<file path="config.mk">
export PLATFORM = sky130hd
export DESIGN_NAME = slot_pipe_seq
export DESIGN_NICKNAME = d
export VERILOG_FILES = /design/src/rtl/slot_seq_pkg.sv /design/src/rtl/stall_ctrl.sv /design/src/rtl/fetch_arb.sv /design/src/rtl/slot_cell.sv /design/src/rtl/slot_pipe_seq.sv
export SDC_FILE = /design/constraint.sdc
export NUM_CORES = 1
export LEC_CHECK = 0
export ABC_AREA = 0
export BUFFER_PORTS_ARGS = -buffer_cell sky130_fd_sc_hd__buf_2
export CAP_MARGIN = 20
export CORE_MARGIN = 1
export CORE_UTILIZATION = 57
export DETAILED_ROUTE_END_ITERATION = 10
export PLACE_DENSITY_LB_ADDON = 0.12
export SYNTH_ARGS = -nofsm -noshare
export SYNTH_HDL_FRONTEND = slang
export SYNTH_SLANG_ARGS = --single-unit
</file>
<file path="constraint.sdc">
create_clock -name clk_i -period 2.45 [get_ports clk_i]
set_input_delay 0.49 -clock clk_i [delete_from_list [all_inputs] [get_ports clk_i]]
set_output_delay 0.49 -clock clk_i [all_outputs]
set_load 0.01 [all_outputs]
</file>
<file path="src/rtl/slot_seq_pkg.sv">
package slot_seq_pkg;

  localparam int unsigned NUM_STAGES = 4;
  localparam int unsigned NUM_SLOTS  = NUM_STAGES;
  localparam int unsigned CODE_W     = 3;

  typedef enum logic [CODE_W-1:0] {
    ST_FETCH  = 3'd0,
    ST_DECODE = 3'd1,
    ST_EXEC   = 3'd2,
    ST_WBACK  = 3'd3,
    ST_IDLE0  = 3'd4,
    ST_IDLE1  = 3'd5,
    ST_IDLE2  = 3'd6
  } slot_st_e;

  // Freeze length chosen from the two request flags: the longer one wins.
  function automatic int unsigned pick_hold(input logic mem, input logic haz,
                                            input int unsigned mem_len,
                                            input int unsigned haz_len);
    int unsigned a;
    int unsigned b;
    a = mem ? mem_len : 0;
    b = haz ? haz_len : 0;
    return (a > b) ? a : b;
  endfunction

  // One advance step of a single slot.
  function automatic slot_st_e advance_state(input slot_st_e cur,
                                             input logic redirect,
                                             input logic fetch_grant);
    slot_st_e nxt;
    case (cur)
      ST_FETCH:  nxt = redirect ? ST_IDLE0 : ST_DECODE;
      ST_DECODE: nxt = ST_EXEC;
      ST_EXEC:   nxt = ST_WBACK;
      ST_WBACK:  nxt = redirect ? ST_IDLE1 : ST_FETCH;
      ST_IDLE0:  nxt = ST_IDLE1;
      ST_IDLE1:  nxt = ST_IDLE2;
      ST_IDLE2:  nxt = fetch_grant ? ST_FETCH : ST_IDLE2;
      default:   nxt = ST_IDLE2;
    endcase
    return nxt;
  endfunction

  // Reset placement: slot 0 fetches, the others wait in staggered idle states.
  function automatic slot_st_e reset_state(input int unsigned idx);
    if (idx == 0) return ST_FETCH;
    return slot_st_e'(CODE_W'(int'(ST_IDLE0) + int'(idx) - 1));
  endfunction

endpackage

</file>
<file path="src/rtl/stall_ctrl.sv">
module stall_ctrl import slot_seq_pkg::*; #(
  parameter int unsigned MEM_HOLD = 1,
  parameter int unsigned HAZ_HOLD = 2
) (
  input  logic clk_i,
  input  logic rst_ni,
  input  logic freeze_i,
  input  logic mem_req_i,
  input  logic haz_req_i,
  input  logic branch_fire_i,
  output logic busy_o,
  output logic accept_o,
  output logic hold_o
);

  localparam int unsigned MAX_HOLD = (MEM_HOLD > HAZ_HOLD) ? MEM_HOLD : HAZ_HOLD;
  localparam int unsigned CNT_W    = (MAX_HOLD < 2) ? 1 : $clog2(MAX_HOLD + 1);

  logic [CNT_W-1:0] cnt_q, cnt_d;
  logic [CNT_W-1:0] req_len;

  assign req_len  = CNT_W'(pick_hold(mem_req_i, haz_req_i, MEM_HOLD, HAZ_HOLD));
  assign busy_o   = (cnt_q != '0);
  assign accept_o = !freeze_i && !busy_o && (req_len != '0);
  assign hold_o   = busy_o || (accept_o && !branch_fire_i);

  always_comb begin
    cnt_d = '0;
    if (freeze_i)      cnt_d = cnt_q;
    else if (busy_o)   cnt_d = cnt_q - 1'b1;
    else if (accept_o) cnt_d = branch_fire_i ? req_len : req_len - 1'b1;
  end

  always_ff @(posedge clk_i) begin
    if (!rst_ni) cnt_q <= '0;
    else         cnt_q <= cnt_d;
  end

  // the window never exceeds the longest configured hold
  assert_hold_bound_R7: assert property (@(posedge clk_i) disable iff (!rst_ni)
    cnt_q <= CNT_W'(MAX_HOLD));

  // a running window only counts down, whatever requests arrive
  assert_busy_counts_down_R8: assert property (@(posedge clk_i) disable iff (!rst_ni)
    (busy_o && !freeze_i) |=> (cnt_q < $past(cnt_q)));

endmodule

</file>
<file path="src/rtl/fetch_arb.sv">
module fetch_arb #(
  parameter int unsigned N = 4
) (
  input  logic         clk_i,
  input  logic         rst_ni,
  input  logic [N-1:0] req_i,
  input  logic         block_i,
  output logic [N-1:0] grant_o
);

  logic [N:0] taken;

  assign taken[0] = block_i;
  for (genvar i = 0; i < N; i++) begin : g_chain
    assign grant_o[i]  = req_i[i] && !taken[i];
    assign taken[i+1]  = taken[i] || req_i[i];
  end

  // at most one idle slot may enter Fetch per cycle
  assert_single_grant_R3: assert property (@(posedge clk_i) disable iff (!rst_ni)
    $onehot0(grant_o));

  // nothing enters Fetch from idle while blocked
  assert_blocked_no_grant_R3: assert property (@(posedge clk_i) disable iff (!rst_ni)
    block_i |-> (grant_o == '0));

endmodule

</file>
<file path="src/rtl/slot_cell.sv">
module slot_cell import slot_seq_pkg::*; #(
  parameter int unsigned IDX = 0
) (
  input  logic     clk_i,
  input  logic     rst_ni,
  input  logic     advance_i,
  input  logic     redirect_i,
  input  logic     grant_i,
  output slot_st_e state_o,
  output slot_st_e next_o
);

  localparam slot_st_e RST_ST = reset_state(IDX);

  always_comb begin
    next_o = state_o;
    if (advance_i) next_o = advance_state(state_o, redirect_i, grant_i);
  end

  always_ff @(posedge clk_i) begin
    if (!rst_ni) state_o <= RST_ST;
    else         state_o <= next_o;
  end

  // idle chain steps forward on every advance
  assert_idle_step_R3: assert property (@(posedge clk_i) disable iff (!rst_ni)
    (state_o == ST_IDLE0 && advance_i) |=> (state_o == ST_IDLE1));

  // an executing slot always reaches Writeback next on advance
  assert_exec_to_wb_R2: assert property (@(posedge clk_i) disable iff (!rst_ni)
    (state_o == ST_EXEC && advance_i) |=> (state_o == ST_WBACK));

endmodule

</file>
<file path="src/rtl/slot_pipe_seq.sv">
module slot_pipe_seq import slot_seq_pkg::*; #(
  parameter int unsigned MEM_HOLD = 1,
  parameter int unsigned HAZ_HOLD = 2
) (
  input  logic                        clk_i,
  input  logic                        rst_ni,
  input  logic                        branch_taken_i,
  input  logic                        mem_exec_i,
  input  logic                        raw_hazard_i,
  input  logic                        halt_i,
  output logic [CODE_W*NUM_SLOTS-1:0] slot_state_o,
  output logic [NUM_STAGES-1:0]       stage_valid_o
);

  slot_st_e slot_q [NUM_SLOTS];
  slot_st_e slot_d [NUM_SLOTS];

  logic [NUM_SLOTS-1:0] occ_now  [NUM_STAGES];
  logic [NUM_SLOTS-1:0] occ_next [NUM_STAGES];
  logic [NUM_STAGES-1:0] valid_d;
  logic [NUM_SLOTS-1:0] idle2_vec;
  logic [NUM_SLOTS-1:0] fetch_grant;

  logic halted_q;
  logic freeze;
  logic stall_busy, stall_accept, stall_hold;
  logic has_decode, wb_occupied;
  logic branch_fire;
  logic advance;

  // Occupancy views of current and next slot states
  for (genvar s = 0; s < NUM_STAGES; s++) begin : g_stage
    for (genvar i = 0; i < NUM_SLOTS; i++) begin : g_slot
      assign occ_now[s][i]  = (slot_q[i] == slot_st_e'(CODE_W'(s)));
      assign occ_next[s][i] = (slot_d[i] == slot_st_e'(CODE_W'(s)));
    end
    assign valid_d[s] = |occ_next[s];
  end

  for (genvar i = 0; i < NUM_SLOTS; i++) begin : g_idle
    assign idle2_vec[i] = (slot_q[i] == ST_IDLE2);
  end

  assign has_decode  = |occ_now[int'(ST_DECODE)];
  assign wb_occupied = |occ_now[int'(ST_WBACK)];
  assign freeze      = halted_q || halt_i;
  assign branch_fire = branch_taken_i && has_decode && !freeze && !stall_busy;
  assign advance     = !freeze && !stall_hold;

  stall_ctrl #(
    .MEM_HOLD (MEM_HOLD),
    .HAZ_HOLD (HAZ_HOLD)
  ) u_stall (
    .clk_i         (clk_i),
    .rst_ni        (rst_ni),
    .freeze_i      (freeze),
    .mem_req_i     (mem_exec_i),
    .haz_req_i     (raw_hazard_i),
    .branch_fire_i (branch_fire),
    .busy_o        (stall_busy),
    .accept_o      (stall_accept),
    .hold_o        (stall_hold)
  );

  fetch_arb #(.N(NUM_SLOTS)) u_arb (
    .clk_i   (clk_i),
    .rst_ni  (rst_ni),
    .req_i   (idle2_vec),
    .block_i (wb_occupied || branch_fire),
    .grant_o (fetch_grant)
  );

  for (genvar i = 0; i < NUM_SLOTS; i++) begin : g_cell
    slot_cell #(.IDX(i)) u_cell (
      .clk_i      (clk_i),
      .rst_ni     (rst_ni),
      .advance_i  (advance),
      .redirect_i (branch_fire),
      .grant_i    (fetch_grant[i]),
      .state_o    (slot_q[i]),
      .next_o     (slot_d[i])
    );
    assign slot_state_o[CODE_W*i +: CODE_W] = slot_q[i];
  end

  always_ff @(posedge clk_i) begin
    if (!rst_ni) begin
      halted_q      <= 1'b0;
      stage_valid_o <= NUM_STAGES'(1);
    end else begin
      halted_q      <= freeze;
      stage_valid_o <= valid_d;
    end
  end

  // each stage holds at most one slot
  for (genvar s = 0; s < NUM_STAGES; s++) begin : g_chk
    assert_stage_single_R11: assert property (@(posedge clk_i) disable iff (!rst_ni)
      $countones(occ_now[s]) <= 1);
    // registered valid bit tracks slot occupancy
    assert_valid_tracks_R12: assert property (@(posedge clk_i) disable iff (!rst_ni)
      stage_valid_o[s] == (|occ_now[s]));
  end

  // an Idle2 slot stays put while Writeback is busy
  for (genvar i = 0; i < NUM_SLOTS; i++) begin : g_idle_chk
    assert_idle_waits_R3: assert property (@(posedge clk_i) disable iff (!rst_ni)
      (slot_q[i] == ST_IDLE2 && wb_occupied) |=> (slot_q[i] != ST_FETCH));
  end

  // after a redirect the Fetch stage is empty for a cycle
  assert_branch_bubble_R4: assert property (@(posedge clk_i) disable iff (!rst_ni)
    branch_fire |=> !stage_valid_o[int'(ST_FETCH)]);

  // an accepted stall without branch freezes the slots
  assert_stall_freeze_R5: assert property (@(posedge clk_i) disable iff (!rst_ni)
    (stall_accept && !branch_fire) |=> $stable(slot_state_o));

  // a running window keeps every slot still
  assert_busy_freeze_R8: assert property (@(posedge clk_i) disable iff (!rst_ni)
    stall_busy |=> $stable(slot_state_o));

  // once halted, stays halted with frozen slots
  assert_halt_freeze_R10: assert property (@(posedge clk_i) disable iff (!rst_ni)
    halted_q |=> (halted_q && $stable(slot_state_o)));

endmodule

</file>
# Yosys cells after proc, flatten, opt, wreduce, memory -nomap -nowiden
# Cells that the tools add are included.
# word_totals
ff_bits	19
input_bits	6
word_cells	103
# classes
n_addsub	2
mux	20
reduce_logical	41
n_eq_ne	32
magnitude_cmp	1
# op_table
op	count
case mux 3 bit (6 select lines)	4
== test 3 x 2 -> 1 bit (second input constant)	16
greater-than comparator 32 bit	1
two-way mux 3 bit	10
== test 3 x 1 -> 1 bit (second input constant)	8
== test 3 bit (second input constant)	8
logical NOT 3 bit	8
OR reduction 4 bit	6
logical AND 1 bit	11
two-way mux 2 bit	5
logical NOT 1 bit	8
logical OR 1 bit	6
nonzero test 2 bit	2
subtractor 2 x 1 -> 2 bit (second input constant)	2
two-way mux 1 bit	1

# Logic depth before layout (Yosys ltp)
# logic_depth
word_depth	16
mapped_depth	7
mapped_depth_nobuf	5

# Modules after synthesis
# Synthesis repeated with hierarchy kept, for this count alone.
# unflattened
hier_cells	164
hier_area_um2	1308.8
# by_module_without_submodules
mod	n_inst	cells_per_inst	area_each_um2
slot_pipe_seq	1	55	395.4
slot_cell at g_cell[0].u_cell ...	2	22	187.7
slot_cell at g_cell[1].u_cell	1	22	185.2
slot_cell at g_cell[3].u_cell	1	23	177.7
stall_ctrl	1	15	127.6
fetch_arb	1	5	47.5

# Least setup slack after synthesis
# No wires, ideal clock.
# synth_path
kind	input to register
start	input halt_i
end	register stage_valid_o[3]
path_buffers	0
required_time_ns	2.325
slack_ns	0.509
setup_ns	0.125
arrival_ns	1.816
path_stages	5
path_cell_list	or4_4 -> nor2_8 -> or3_1 -> o2111ai_1 -> o41a_1
# synth_between
elab_chain_len	15
elab_cells_between_ends	42
# synth_rtl
item	line_no	source
start, declared	slot_pipe_seq.sv:10	input logic halt_i,
logical OR 1 bit (*)	slot_pipe_seq.sv:46	assign freeze = halted_q || halt_i;
logical NOT 1 bit (*)	stall_ctrl.sv:24, slot_pipe_seq.sv:47, slot_pipe_seq.sv:48	
logical AND 1 bit (2 in a row)	slot_pipe_seq.sv:47	assign branch_fire = branch_taken_i && has_decode && !freeze && !stall_busy;
logical OR 1 bit	slot_pipe_seq.sv:69	.block_i (wb_occupied || branch_fire),
logical OR 1 bit (3 in a row)	fetch_arb.sv:16	assign taken[i+1] = taken[i] || req_i[i];
logical NOT 1 bit	fetch_arb.sv:15	assign grant_o[i] = req_i[i] && !taken[i];
logical AND 1 bit	fetch_arb.sv:15	
two-way mux 3 bit	slot_seq_pkg.sv:40	ST_IDLE2: nxt = fetch_grant ? ST_FETCH : ST_IDLE2;
case mux 3 bit (6 select lines)	slot_seq_pkg.sv:33	case (cur)
two-way mux 3 bit	slot_cell.sv:17	if (advance_i) next_o = advance_state(state_o, redirect_i, grant_i);
== test 3 x 2 -> 1 bit	slot_pipe_seq.sv:35	assign occ_next[s][i] = (slot_d[i] == slot_st_e'(CODE_W'(s)));
OR reduction 4 bit (*)	slot_pipe_seq.sv:37	assign valid_d[s] = |occ_next[s];
end signal, assigned	slot_pipe_seq.sv:92	stage_valid_o <= valid_d;
end, declared	slot_pipe_seq.sv:12	output logic [NUM_STAGES-1:0] stage_valid_o
# Every way passes the cells marked *; elsewhere a longest branch is shown, timed or not.
# A chain may end at the register's enable or synchronous reset.

# Final worst setup path
# layout_path
start	register g_cell[3].u_cell.state_o[1]
end	register u_stall.cnt_q[0]
# layout_between
elab_chain_len	8
# layout_rtl
item	line_no	source
start, declared	slot_cell.sv:9	output slot_st_e state_o,
start signal, assigned	slot_cell.sv:22	else state_o <= next_o;
== test 3 x 1 -> 1 bit	slot_pipe_seq.sv:34	assign occ_now[s][i] = (slot_q[i] == slot_st_e'(CODE_W'(s)));
OR reduction 4 bit	slot_pipe_seq.sv:44	assign has_decode = |occ_now[int'(ST_DECODE)];
logical AND 1 bit (3 in a row)	slot_pipe_seq.sv:47	
two-way mux 2 bit (2 in a row)	stall_ctrl.sv:31	else if (accept_o) cnt_d = branch_fire_i ? req_len : req_len - 1'b1;
two-way mux 2 bit	stall_ctrl.sv:30	else if (busy_o) cnt_d = cnt_q - 1'b1;
end signal, assigned	stall_ctrl.sv:36	else cnt_q <= cnt_d;
end, declared	stall_ctrl.sv:19	logic [CNT_W-1:0] cnt_q, cnt_d;
# No other way between the ends.

==> results.sh <==
export IMPL_finalHoldViolations=0
export IMPL_placed_area_um2=1690
export IMPL_antenna_found_initial=0
export IMPL_grt_usage_pct=33.1
export IMPL_first_pass_iters=4
export IMPL_htreeDepth=1
export IMPL_place_ws_ns=0.175
export IMPL_sw_frac_of_total_pct=31.6
export IMPL_die_w_um=53.9
export IMPL_slew_viol_final=0
export IMPL_clkSinkCount=19
export IMPL_start_util_pct=61.3
export IMPL_combPwrFrac_pct=23.1
export IMPL_tns_ns=0
export IMPL_synthCells=194
export IMPL_synth_nets=200
export IMPL_p_leak_nw=0.659
export IMPL_async_flop_share_pct=0
export IMPL_vias=1669
export IMPL_wl_per_cell_um=17.6
export IMPL_met1_length_um=1830
export IMPL_p_switching_mw=0.205
export IMPL_clockBufferDepth=2
export IMPL_critical_path_required_ns=2.66
export IMPL_met2_length_um=1940
export IMPL_syn2layout_area_growth_pct=12.1
export IMPL_dieArea_um2=2900
export IMPL_setup_violations=0
export IMPL_fin_total_pwr_mw=0.650
export IMPL_synth_cell_type_count=59
export IMPL_rows=18
export IMPL_grt_pass1_vias=1469
export IMPL_ys_warn_count=0
export IMPL_rsz0062_at_grt="no"
export IMPL_fillCellCount=216
export IMPL_post_cts_resized=0
export IMPL_drt_iter0_drc=85
export IMPL_ys_seq_area_share_pct=24.8
export IMPL_wl_met3_um=412
export IMPL_powerDensity_nw_per_um2=378
export IMPL_antenna_cells=0
export IMPL_cp_max_fo=10
export IMPL_cts_buffers=3
export IMPL_crit_arrival_ns=2.39
export IMPL_synth_most_common_cell="dfxtp_1"
export IMPL_vias_per_cell=6.76
export IMPL_finalInstanceArea_um2=1720
export IMPL_fin_hold_ws_ns=0.450
export IMPL_period_needed_ns=2.18
export IMPL_postCtsSetupBuffers=0
export IMPL_port_buffers=21
export IMPL_topRoutingLayerUsed="met4"
export IMPL_coreArea_um2=2500
export IMPL_max_cap_violations=0
export IMPL_regArea_um2=380
export IMPL_cp_end_kind="flip-flop"
export IMPL_critPathKind="reg -> reg"
export IMPL_die_height_um=53.9
export IMPL_path_clk_slew_ns=0.12
export IMPL_post_synth_cell_area_avg_um2=7.90
export IMPL_synth_top_cell_area_share_pct=24.8
export IMPL_yosys_top_cells_count="19 x dfxtp_1, 16 x a21oi_1, 15 x nor2_1"
export IMPL_p_int_mw=0.445
export IMPL_postRouteAntennaNets=0
export IMPL_cts_tree="done"
export IMPL_synth_edf_count=0
export IMPL_status="complete, no violations"
export IMPL_multi_input_area_um2=1040
export IMPL_clk_latency_ns=0.31
export IMPL_gp_congestion=1.03
export IMPL_worst_ir_drop_vdd_v=0.000318
export IMPL_finalCritPeriodShare_pct=89.0
export IMPL_num_io_pins=22
export IMPL_synth_area_um2=1530
export IMPL_start_kind="flip-flop"
export IMPL_fin_worst_skew_ns=0.00879
export IMPL_fmax_mhz=459
export IMPL_worstHoldPathCells=3
export IMPL_power_share_sequential_pct=51.5
export IMPL_hpwlAfterDp_um=3210
export IMPL_synthFlopType="dfxtp_1"
export IMPL_drcViolationCount=0
export IMPL_clockRootBuffer="clkbuf_4"
export IMPL_grt_ovfl_total=0
export IMPL_r2r_cells=5
export IMPL_ys_ff_latch=19
export IMPL_drive_above_1_share_pct=22.6
export IMPL_grt_start_max_net_pins=15
export IMPL_grt_pass1_wl_um=6840
export IMPL_worst_slack_ns=0.270
export IMPL_pwr_share_clk_pct=25.4
export IMPL_min_path_type="in -> reg"
export IMPL_synthTopCellsByArea="dfxtp_1 25%, a21oi_1 5.2%, nor2_1 3.7%, nor3_1 3.6%, a2111oi_4 3.6%"
export IMPL_wirelength_um=4360
export IMPL_worst_pin_slew_ns=0.637
export IMPL_yosysTopAreaCell="dfxtp_1"
export IMPL_fin_nets=224
export IMPL_cts_hold_buf=0
export IMPL_relSlewSlack_pct=57.4
## registers in the layout, indices dropped and copies added, names as in the netlist
| name | count |
|---|---|
| g_cell.u_cell.state_o | 12 |
| halted_q | 1 |
| stage_valid_o | 4 |
| u_stall.cnt_q | 2 |
## power by group through the flow
stage	combinational, mW	clock (mW)	sequential [mW]
after floorplan	0.103	0	0.342
after global placement	0.142	0	0.340
after CTS	0.147	0.169	0.334
after global routing	0.161	0.180	0.337
final	0.150	0.165	0.334
after detailed placement	0.147	0	0.341
## layout by cell type (no fill, tap or decap), types with 3 or more instances in the layout
cell      Yosys  routed
o21ai_0       6       6
nand3b_1      3       3
o22ai_1       3       3
and3_1        3       3
clkbuf_4      0       3
a21oi_1      16      16
nand2_1      14      14
o21ai_1       6       6
xnor2_1       4       4
nor2b_1       5       5
buf_4         2      13
nand4_1       3       3
buf_2         8      21
nor3_1       11      11
dfxtp_1      19      19
a211oi_1      5       5
nand2b_1      3       3
nor2_1       15      15
a32oi_1       3       3
inv_1         7       7
a31oi_1       4       4
## cell families (layout without fill, tap and decap cells)
| group | count (synthesis) | in the layout | synth area share, % |
|---|---|---|---|
| multiplexers | 1 | 1 | 0.653 |
| AO/OA/AOI/OAI | 72 | 72 | 36.3 |
| XOR/XNOR | 6 | 6 | 3.43 |
| flip-flops | 19 | 19 | 24.8 |
| AND/OR/NAND/NOR | 74 | 74 | 27.8 |
| buffers and inverters | 22 | 45 | 7.02 |
## critical path, cell delays in order (launching register included)
cell	delay [ns]
dfxtp_1	0.41
nor3b_1	0.56
a2111o_1	0.36
nand2_1	0.18
a211o_1	0.32
a32o_1	0.25
## cell type report
class	count	share of cell area, %
Timing Repair Buffer	34	11.8
Inverter	7	1.53
Multi-Input combinational cell	153	60.8
Tap cell	30	2.18
Clock buffer	4	1.53
Sequential cell	19	22.1
## stage by stage
step                      util, %  std cells
after detailed placement     67.7        243
after global routing         68.7        247
final                        68.7        247
after CTS                    68.7        247
after floorplan                 -        194
after global placement       67.7        243
## path summary, 6_finish.rpt
path / slack, ns / from / endpoint
setup reg to reg: 0.27 / g_cell[3].u_cell.state_o[1] / u_stall.cnt_q[0]
hold / removal: 0.45 / raw_hazard_i / u_stall.cnt_q[1]
setup / recovery: 0.27 / g_cell[3].u_cell.state_o[1] / u_stall.cnt_q[0]
hold reg to reg: 0.55 / u_stall.cnt_q[1] / u_stall.cnt_q[1]
## routing by layer
layer | vias up | GRT usage [%]
met5 | - | 0
met2 | 117 | 49.2
li1 | 788 | -
met1 | 743 | 45.5
met3 | 21 | 3.39
met4 | 0 | 20.2
(Power assumes the default switching activity.)
